**config.mk**
```make
export PLATFORM = sky130hd
export DESIGN_NAME = melody_sequencer
export DESIGN_NICKNAME = d
export VERILOG_FILES = /design/src/rtl/mseq_pkg.sv /design/src/rtl/mseq_tempo.sv /design/src/rtl/mseq_addr.sv /design/src/rtl/mseq_score.sv /design/src/rtl/mseq_decode.sv /design/src/rtl/melody_sequencer.sv
export SDC_FILE = /design/constraint.sdc
export NUM_CORES = 1
export LEC_CHECK = 0
export ABC_AREA = 1
export BUFFER_PORTS_ARGS = -buffer_cell sky130_fd_sc_hd__buf_2
export CORE_MARGIN = 4
export CORE_UTILIZATION = 45
export DETAILED_ROUTE_END_ITERATION = 8
export PLACE_DENSITY = 0.71
export SLEW_MARGIN = 5
export SYNTH_ARGS = -nofsm -noshare
export SYNTH_HDL_FRONTEND = slang
export SYNTH_SLANG_ARGS = --single-unit
```
**constraint.sdc**
```tcl
create_clock -name clk -period 12.9 [get_ports clk]
set_input_delay 0.645 -clock clk [delete_from_list [all_inputs] [get_ports clk]]
set_output_delay 0.645 -clock clk [all_outputs]
set_load 0.01 [all_outputs]
```
**src/rtl/mseq_pkg.sv**
```systemverilog
// Package: shared constants and the computed song and preset tables.
// Assumes note indices are 5 bits; index 0 and anything above 21 is a rest.
package mseq_pkg;

    localparam int NOTE_W   = 5;
    localparam int PRESET_W = 12;
    localparam int DEG_W    = 4;
    localparam int OCT_W    = 3;
    localparam int NOTES    = 21;
    localparam logic [PRESET_W-1:0] REST_PRESET = 12'd4095;

    // Length of each stored song in score entries.
    function automatic int song_len(input int s);
        case (s)
            0:       return 183;
            1:       return 150;
            2:       return 96;
            default: return 40;
        endcase
    endfunction

    // Interval multiplier of each song's note pattern.
    function automatic int song_step(input int s);
        case (s)
            0:       return 1;
            1:       return 3;
            2:       return 5;
            default: return 2;
        endcase
    endfunction

    // Starting offset of each song's note pattern.
    function automatic int song_base(input int s);
        case (s)
            0:       return 0;
            1:       return 7;
            2:       return 14;
            default: return 3;
        endcase
    endfunction

    // Note index stored at entry a of song s. Entries past the end are rests.
    function automatic logic [NOTE_W-1:0] song_note(input int s, input int a);
        int v;
        if (a >= song_len(s)) return '0;
        v = (((a >> 1) * song_step(s)) + song_base(s)) % NOTES + 1;
        return NOTE_W'(v);
    endfunction

    // Divider preset of note n. Rests and unused indices give REST_PRESET.
    function automatic logic [PRESET_W-1:0] note_preset(input logic [NOTE_W-1:0] n);
        case (n)
            5'd1:  return 12'd1823;
            5'd2:  return 12'd2063;
            5'd3:  return 12'd2291;
            5'd4:  return 12'd2390;
            5'd5:  return 12'd2576;
            5'd6:  return 12'd2745;
            5'd7:  return 12'd2891;
            5'd8:  return 12'd2960;
            5'd9:  return 12'd3082;
            5'd10: return 12'd3193;
            5'd11: return 12'd3244;
            5'd12: return 12'd3337;
            5'd13: return 12'd3420;
            5'd14: return 12'd3494;
            5'd15: return 12'd3528;
            5'd16: return 12'd3589;
            5'd17: return 12'd3645;
            5'd18: return 12'd3670;
            5'd19: return 12'd3717;
            5'd20: return 12'd3758;
            5'd21: return 12'd3795;
            default: return REST_PRESET;
        endcase
    endfunction

endpackage

```
**src/rtl/mseq_tempo.sv**
```systemverilog
// Tempo divider: halves the tempo strobe to produce one advance pulse per
// quarter beat. Assumes tick is a single-cycle strobe. A clear restarts the
// phase so the next advance comes on the second tick after it.
module mseq_tempo (
    input  logic clk,
    input  logic rst_n,
    input  logic clr,
    input  logic tick,
    output logic adv
);

    logic phase_q;

    // Advance on the second tick of each pair, unless a clear is pending.
    assign adv = tick & phase_q & ~clr;

    // Toggle the phase on each tick; reset or clear returns it to zero.
    always_ff @(posedge clk) begin
        if (!rst_n || clr) phase_q <= 1'b0;
        else if (tick)     phase_q <= ~phase_q;
    end

    // A tick that did not advance is followed, at the next tick, by an advance.
    AST_SECOND_TICK_ADVANCES: assert property (@(posedge clk) disable iff (!rst_n)
        (tick && !clr && !adv) |=> (!(tick && !clr) || adv));

endmodule

```
**src/rtl/mseq_addr.sv**
```systemverilog
// Score address counter: counts advance pulses modulo SONG_LEN. Assumes clr
// and adv never need to act together (clr wins).
module mseq_addr #(
    parameter int SONG_LEN = 183,
    localparam int ADDR_W  = $clog2(SONG_LEN),
    localparam logic [ADDR_W-1:0] LAST = ADDR_W'(SONG_LEN - 1)
) (
    input  logic              clk,
    input  logic              rst_n,
    input  logic              clr,
    input  logic              adv,
    output logic [ADDR_W-1:0] addr
);

    logic [ADDR_W-1:0] addr_q;

    // Step the address, wrapping after the last entry.
    always_ff @(posedge clk) begin
        if (!rst_n || clr)  addr_q <= '0;
        else if (adv)       addr_q <= (addr_q == LAST) ? '0 : addr_q + 1'b1;
    end

    assign addr = addr_q;

    AST_ADDR_IN_RANGE: assert property (@(posedge clk) disable iff (!rst_n)
        addr_q <= LAST);
    AST_WRAP_TO_ZERO: assert property (@(posedge clk) disable iff (!rst_n)
        (adv && !clr && addr_q == LAST) |=> addr_q == '0);
    AST_STEP_ONE: assert property (@(posedge clk) disable iff (!rst_n)
        (adv && !clr && addr_q != LAST) |=> addr_q == $past(addr_q) + 1'b1);
    AST_HOLD_IDLE: assert property (@(posedge clk) disable iff (!rst_n)
        (!adv && !clr) |=> $stable(addr_q));
    AST_CLEAR_ON_CHANGE: assert property (@(posedge clk) disable iff (!rst_n)
        clr |=> addr_q == '0);

endmodule

```
**src/rtl/mseq_score.sv**
```systemverilog
// Score storage: one computed read-only table per song, selected by a binary
// song number. Assumes the song count is a power of two.
module mseq_score #(
    parameter int SEL_W    = 2,
    parameter int ADDR_W   = 8,
    localparam int NUM_SONGS = 2 ** SEL_W
) (
    input  logic [SEL_W-1:0]           song,
    input  logic [ADDR_W-1:0]          addr,
    output logic [mseq_pkg::NOTE_W-1:0] note
);

    logic [mseq_pkg::NOTE_W-1:0] lane_note [NUM_SONGS];

    // One table lane per song, each read at the shared address.
    for (genvar g = 0; g < NUM_SONGS; g++) begin : g_song
        assign lane_note[g] = mseq_pkg::song_note(g, int'(addr));
    end

    // Pick the lane of the song in use.
    assign note = lane_note[song];

endmodule

```
**src/rtl/mseq_decode.sv**
```systemverilog
// Note decoder: turns a note index into divider preset, scale-degree digit
// and one-hot octave. Assumes seven notes per octave; index 0 and indices
// above 21 decode as a rest.
module mseq_decode (
    input  logic [mseq_pkg::NOTE_W-1:0]   note,
    output logic [mseq_pkg::PRESET_W-1:0] preset,
    output logic [mseq_pkg::DEG_W-1:0]    degree,
    output logic [mseq_pkg::OCT_W-1:0]    octave
);

    // Split the index into octave and degree by range.
    always_comb begin
        preset = mseq_pkg::note_preset(note);
        degree = '0;
        octave = '0;
        if (note >= 5'd1 && note <= 5'd7) begin
            octave = 3'b001;
            degree = 4'(note);
        end else if (note >= 5'd8 && note <= 5'd14) begin
            octave = 3'b010;
            degree = 4'(note - 5'd7);
        end else if (note >= 5'd15 && note <= 5'd21) begin
            octave = 3'b100;
            degree = 4'(note - 5'd14);
        end
    end

endmodule

```
**src/rtl/melody_sequencer.sv**
```systemverilog
// Top: tempo divider, address counter, song tables and note decoder.
// Assumes tick_8hz is a synchronous one-cycle strobe and song_sel is already
// debounced and synchronous to clk.
module melody_sequencer #(
    parameter int SONG_LEN = 183,
    parameter int SEL_W    = 2,
    localparam int ADDR_W  = $clog2(SONG_LEN)
) (
    input  logic                            clk,
    input  logic                            rst_n,
    input  logic                            tick_8hz,
    input  logic [SEL_W-1:0]                song_sel,
    output logic [mseq_pkg::PRESET_W-1:0]   tone_preset,
    output logic [mseq_pkg::DEG_W-1:0]      degree_code,
    output logic [mseq_pkg::OCT_W-1:0]      octave_led
);

    logic [SEL_W-1:0]            sel_bin;
    logic [SEL_W-1:0]            song_q;
    logic                        chg;
    logic                        adv;
    logic [ADDR_W-1:0]           addr;
    logic [mseq_pkg::NOTE_W-1:0] note;

    // Gray to binary: each bit is the XOR of itself and all higher switch bits.
    always_comb begin
        for (int i = 0; i < SEL_W; i++) sel_bin[i] = ^(song_sel >> i);
    end

    // Track the song in use; a differing selection restarts playback.
    always_ff @(posedge clk) begin
        song_q <= sel_bin;
    end

    assign chg = rst_n && (sel_bin != song_q);

    mseq_tempo u_tempo (
        .clk   (clk),
        .rst_n (rst_n),
        .clr   (chg),
        .tick  (tick_8hz),
        .adv   (adv)
    );

    mseq_addr #(.SONG_LEN(SONG_LEN)) u_addr (
        .clk   (clk),
        .rst_n (rst_n),
        .clr   (chg),
        .adv   (adv),
        .addr  (addr)
    );

    mseq_score #(.SEL_W(SEL_W), .ADDR_W(ADDR_W)) u_score (
        .song  (song_q),
        .addr  (addr),
        .note  (note)
    );

    mseq_decode u_decode (
        .note   (note),
        .preset (tone_preset),
        .degree (degree_code),
        .octave (octave_led)
    );

    AST_OCT_ONEHOT: assert property (@(posedge clk) disable iff (!rst_n)
        $onehot0(octave_led));
    AST_REST_AGREES: assert property (@(posedge clk) disable iff (!rst_n)
        (degree_code == '0) == (octave_led == '0));
    AST_REST_PRESET: assert property (@(posedge clk) disable iff (!rst_n)
        (octave_led == '0) |-> (tone_preset == mseq_pkg::REST_PRESET));
    AST_DEGREE_RANGE: assert property (@(posedge clk) disable iff (!rst_n)
        degree_code <= 4'd7);

endmodule

```
==> metrics.cfg, run 1 <==
[run_status]
status = complete, no violations

[setup_path]
startpoint_type = flip-flop
critPathMaxFanout = 14
reg2reg_from = u_addr.addr[1]$_SDFFE_PP0P_
cp.arrival_ns = 11.15
path_class = flip-flop to primary output
required_ns = 12.26
cp-end-kind = primary output
slowest_delay_ns = 0.68
ff2ff_setup_slack_ns = 11.03
r2r-end = u_addr.addr[7]$_SDFFE_PP0P_
worst-r2r-cell-count = 8
worst_path_max_delay_cell = fa_1
crit_top_cell = nand2_1

[synth]
synth_edf_count = 0
avgSynthCellArea_sq_um = 5.621
synth-simple-area-share = 0.4803
syn-cell-area_sq_mm = 0.008612
syn-instance-count = 1532
synth_xor_area_frac = 0.07904
postSynthRegisterBits = 11
synth_cell_types = 54
synth_nets = 1644
synth.area.top_cells = nand2_1, ha_1, inv_1
async_flop_share = 0
yosys.area_share.adder = 0.1572
synth-compound-area-share = 0.1406
yosys_warnings = 0
yosysTopAreaCellShare = 0.1879
synth_ff_type = dfxtp_1
synth.area.mux_share = 0
synth_top_family_by_area = simple AND/OR/NAND/NOR gates
synth-seq-area-share = 0.02557
synth_top_area_cell = nand2_1

[clock_network]
clk_pin_slew_ns = 0.04
clock-sinks = 11
ctsLongestPathBuffers = 2
root_buffer = clkbuf_16
numCtsBuffers = 3
postCtsSetupRepairBufs = 0
cts_tree = done
h-tree-depth = 1
clock_latency_ns = 0.24

[detailed_routing]
dr.first_iter.drc_count = 725
first_pass_iters = 7
viasPerCell = 5.236
wl_um = 20900
dr_total_vias = 9330
drcViolationCount = 0
wire_per_inst_um = 11.73
ant_nets = 0

[die]
rows = 50
core_area_sq_mm = 0.01877
die_x_um = 146.3
ios = 24
start_util = 0.4589
die_y_um = 146.3
dieArea_sq_mm = 0.02142

[placement]
place_congestion = 0.9627
place_inst = 1778
numPortBuffers = 23
hpwl_um = 17450

[sta]
drv_slew = 0
tightest_slew_ns = 0.5366
layout_min_cycle_time_ns = 11.80
max_freq_ghz = 0.08478
whs_ns = 0.5032
skew_ns = 0.002245
rsz0062_at_grt = no
fin_setup_tns_ns = 0
setup_viol = 0
hold_viol_final = 0
finalCritPeriodShare = 0.9144
maxSlewHeadroom = 0.6407

[power]
powerDensity_mw_per_mm2 = 19.75
p_total_uw = 178.2
ir_worst_vdd_mv = 0.02672
p_leak_uw = 0.005460

[min_path]
min_to = u_tempo.phase_q$_SDFFE_PP0P_
hold_class = flip-flop to flip-flop
holdPathStages = 2
min_from = u_tempo.phase_q$_SDFFE_PP0P_

[finish]
fillers = 2028
multiInputGateArea_sq_mm = 0.007382
final_util = 0.4807
diodes = 0
final_cell_count_no_fill = 1782
regArea_sq_um = 224.0
syn2layout_area_growth_pct = 4.765
final_cell_mix = nand2_1, inv_1, nor2_1
nNetsFinal = 1661
layout_commonest_cell = nand2_1
drive_gt1_frac = 0.1150

[global_routing]
antenna_found_initial = 0
grt_pass1_vias = 8566
grt_pass1_wl_um = 37000
grt_util_all_layers = 0.1916
gr-total-overflow = 0
grt_max_degree = 19

[job]
maxCapViolCount = 0

layer usage:
metal  vias up  track usage  wire (um)
li1       4986            -          -
met5         -            0          0
met2       199       0.3360       9825
met1      4108       0.2596      10040
met3        37     0.004035        599
met4         0      0.05174        429
where the power goes:
group,switching (uW),internal [uW]
logic,54.9,29.3
clock network,16.8,41.6
registers,0.847,34.8
registers in the layout (all words and copies together) (netlist names):
register	count
song_q	2
u_tempo.phase_q	1
u_addr.addr	8
kinds of logic after synthesis:
kind of cell / Yosys count
flip-flops: 11
AND/OR/NAND/NOR: 880
adder cells (fa/ha/maj): 107
buffers and inverters: 255
AO/OA/AOI/OAI: 203
XOR/XNOR: 76
how the worst max path moves through the flow:
stage / startpoint / end / slack [ns] / depth (start not counted)
after detailed placement: u_addr.addr[2]$_SDFFE_PP0P_ / degree_code[3] / 1.24 / 69
after global placement: u_addr.addr[2]$_SDFFE_PP0P_ / degree_code[0] / 1.33 / 69
final: u_addr.addr[2]$_SDFFE_PP0P_ / degree_code[3] / 1.10 / 69
after CTS: u_addr.addr[2]$_SDFFE_PP0P_ / degree_code[3] / 0.92 / 69
after floorplan: u_addr.addr[1]$_SDFFE_PP0P_ / degree_code[0] / 2.69 / 71
after global routing: u_addr.addr[4]$_SDFFE_PP0P_ / degree_code[3] / 0.02 / 67
stage by stage:
| stage | setup WS (ns) | instance area (sq um) |
|---|---|---|
| floorplan | 2.689 | 8612 |
| global placement | 1.326 | 8940 |
| detailed placement | 1.236 | 8940 |
| CTS | 0.9237 | 9019 |
| global route | 0.01998 | 9022 |
| finish | 1.105 | 9022 |
area by class of cell:
class | count | share of cell area
Multi-Input combinational cell | 1266 | 0.8182
Inverter | 242 | 0.1014
Tap cell | 234 | 0.03245
Sequential cell | 11 | 0.02482
Timing Repair Buffer | 25 | 0.01442
Clock buffer | 4 | 0.008737
what timing repair did:
action / in CTS / in global routing
resized for setup: 0 / 3
setup endpoints to repair: 0 / 5
hold buffers: 0 / 0
worst max-delay path: cells and delay by family, from the launching register on:
kind / cells / cell delay (ns)
and+or+nand+nor: 44 / 5.13
adders and majority gates: 8 / 2.51
buffers and inverters: 11 / 1.48
AOI/OAI and AO/OA: 6 / 1.29
DFF: 1 / 0.49
cell usage after synthesis, types with 6 or more instances:
cell,number
a21oi_1,52
a21oi_2,6
a31oi_1,6
dfxtp_1,11
ha_1,105
inv_1,211
inv_2,26
nand2_1,431
nand2_2,39
nand2_4,12
nand3_1,129
nand3_2,15
nand3b_1,11
nand4_1,46
nor2_1,145
nor2_2,13
nor2_4,11
nor3_1,10
o211ai_1,9
o21ai_0,68
o21ai_1,18
o21ai_2,7
o21bai_1,10
or2_2,6
xnor2_1,13
xor2_1,61
Power figures use the tool's default switching activity.
==> inputs of run 2 (changes only) <==
--- a/config.mk
+++ b/config.mk
@@ -9,8 +9,9 @@
 export BUFFER_PORTS_ARGS = -buffer_cell sky130_fd_sc_hd__buf_2
 export CORE_MARGIN = 4
 export CORE_UTILIZATION = 45
+export CTS_CLUSTER_DIAMETER = 30
 export DETAILED_ROUTE_END_ITERATION = 8
-export PLACE_DENSITY = 0.71
+export PLACE_DENSITY = 0.65
 export SLEW_MARGIN = 5
 export SYNTH_ARGS = -nofsm -noshare
 export SYNTH_HDL_FRONTEND = slang
==> metrics.cfg, run 2 (synthesis results as in run 1) <==
[sta]
fin_setup_tns_ns = 0
layout_min_cycle_time_ns = 11.80
drv_slew = 0
finalCritPeriodShare = 0.9144
hold_viol_final = 0
skew_ns = 0.0008481
maxSlewHeadroom = 0.6501
max_freq_ghz = 0.08478
setup_viol = 0
tightest_slew_ns = 0.5229
rsz0062_at_grt = no

[detailed_routing]
ant_nets = 0
drcViolationCount = 0
dr_total_vias = 9258
first_pass_iters = 6
dr.first_iter.drc_count = 501
viasPerCell = 5.195
wire_per_inst_um = 11.73
wl_um = 20900

[die]
die_y_um = 146.3
dieArea_sq_mm = 0.02142
core_area_sq_mm = 0.01877
die_x_um = 146.3
ios = 24
rows = 50
start_util = 0.4589

[global_routing]
grt_max_degree = 21
grt_pass1_wl_um = 36990
antenna_found_initial = 0
grt_util_all_layers = 0.1917
gr-total-overflow = 0
grt_pass1_vias = 8607

[clock_network]
h-tree-depth = 1
clock-sinks = 11
root_buffer = clkbuf_16
ctsLongestPathBuffers = 2
clock_latency_ns = 0.24
clk_pin_slew_ns = 0.04
cts_hold_buf = 0
numCtsBuffers = 3
cts_tree = done

[finish]
nNetsFinal = 1661
diodes = 0
final_cell_mix = nand2_1, inv_1, nor2_1
final_area_sq_mm = 0.009020
drive_gt1_frac = 0.1137
syn2layout_area_growth_pct = 4.736
layout_commonest_cell = nand2_1
largest_register_ffs = 8

[setup_path]
cp_top_family = simple AND/OR/NAND/NOR gates
cp-end-kind = primary output
path_class = flip-flop to primary output
cp.arrival_ns = 11.15
startpoint_type = flip-flop
crit_top_cell = nand2_1
slowest_delay_ns = 0.67
worst_path_max_delay_cell = fa_1
required_ns = 12.26
critPathMaxFanout = 14
crit_buf_inv = 10

[power]
switching_share = 0.4027
powerDensity_mw_per_mm2 = 19.60
p_seq_frac = 0.201
p_clk_frac = 0.327
p_leak_uw = 0.005459
pwr-share-comb = 0.471
p_total_uw = 176.8
ir_worst_vdd_mv = 0.02776
p_int_uw = 105.6
p_switching_uw = 71.20

[job]
maxCapViolCount = 0

[placement]
numPortBuffers = 23
place_congestion = 0.9134
dpl_cell_area_sq_mm = 0.008940
hpwl_um = 17500

[run_status]
status = complete, no violations

[min_path]
hold_class = flip-flop to flip-flop

run 2: cell count changes in the layout (fill, tap and decap cells not counted):
cell,previous run,this run
dfxtp_1,8,10
dfxtp_2,3,1
run 2: power groups by stage:
stage          clock network (uW)  registers [uW]  logic (uW)
6_report                     57.8            35.6        83.4
5_1_grt                      59.8            35.7        93.0
4_1_cts                      57.7            35.6        83.4
3_5_place_dp                    0            36.2        82.9
3_3_place_gp                    0            36.2        83.3
2_1_floorplan                   0            36.0        58.3
run 2: repair_timing:
item | 4_1_cts | 5_1_grt
setup endpoints to repair | 0 | 1
gates resized for setup | 0 | 1
setup buffers | 0 | 0
run 2: worst paths after layout:
check | slack (ns) | endpoint | cells past startpoint | startpoint
setup / recovery | 1.10 | degree_code[0] | 68 | u_addr.addr[5]$_SDFFE_PP0P_
hold / removal | 0.49 | u_tempo.phase_q$_SDFFE_PP0P_ | 2 | u_tempo.phase_q$_SDFFE_PP0P_
setup reg to reg | 10.70 | u_addr.addr[7]$_SDFFE_PP0P_ | 9 | u_addr.addr[2]$_SDFFE_PP0P_
hold reg to reg | 0.49 | u_tempo.phase_q$_SDFFE_PP0P_ | 2 | u_tempo.phase_q$_SDFFE_PP0P_
run 2: through the flow:
step	setup slack (ns)	instances	hold WS, ns	utilization
after floorplan	2.689	1532	0.4753	-
after global placement	1.474	1778	0.4905	0.4763
after detailed placement	1.300	1778	0.4877	0.4763
after CTS	1.011	1782	0.4950	0.4805
after global routing	0.02558	1782	0.5363	0.4806
final	1.104	1782	0.4912	0.4806
run 2: final cells by class:
type | count | area [sq um]
sequential | 11 | 221.5
fill | 2044 | 9748
multi-input combinational | 1266 | 7382
inverter | 242 | 914.6
clock buffer | 4 | 78.83
timing repair buffer | 25 | 130.1
tap | 234 | 292.8
run 2: tightest hold or removal path: stages (launching register included):
cell and delay (ns):
dfxtp_1 0.30, nor2_1 0.09, nor3_1 0.05
run 2: routing by layer:
metal | vias up | share of wire | GRT usage
met5 | - | 0 | 0
met4 | 0 | 0.018 | 0.04092
met3 | 27 | 0.022 | 0.005276
met2 | 142 | 0.47 | 0.3489
met1 | 4095 | 0.49 | 0.2530
li1 | 4994 | - | -
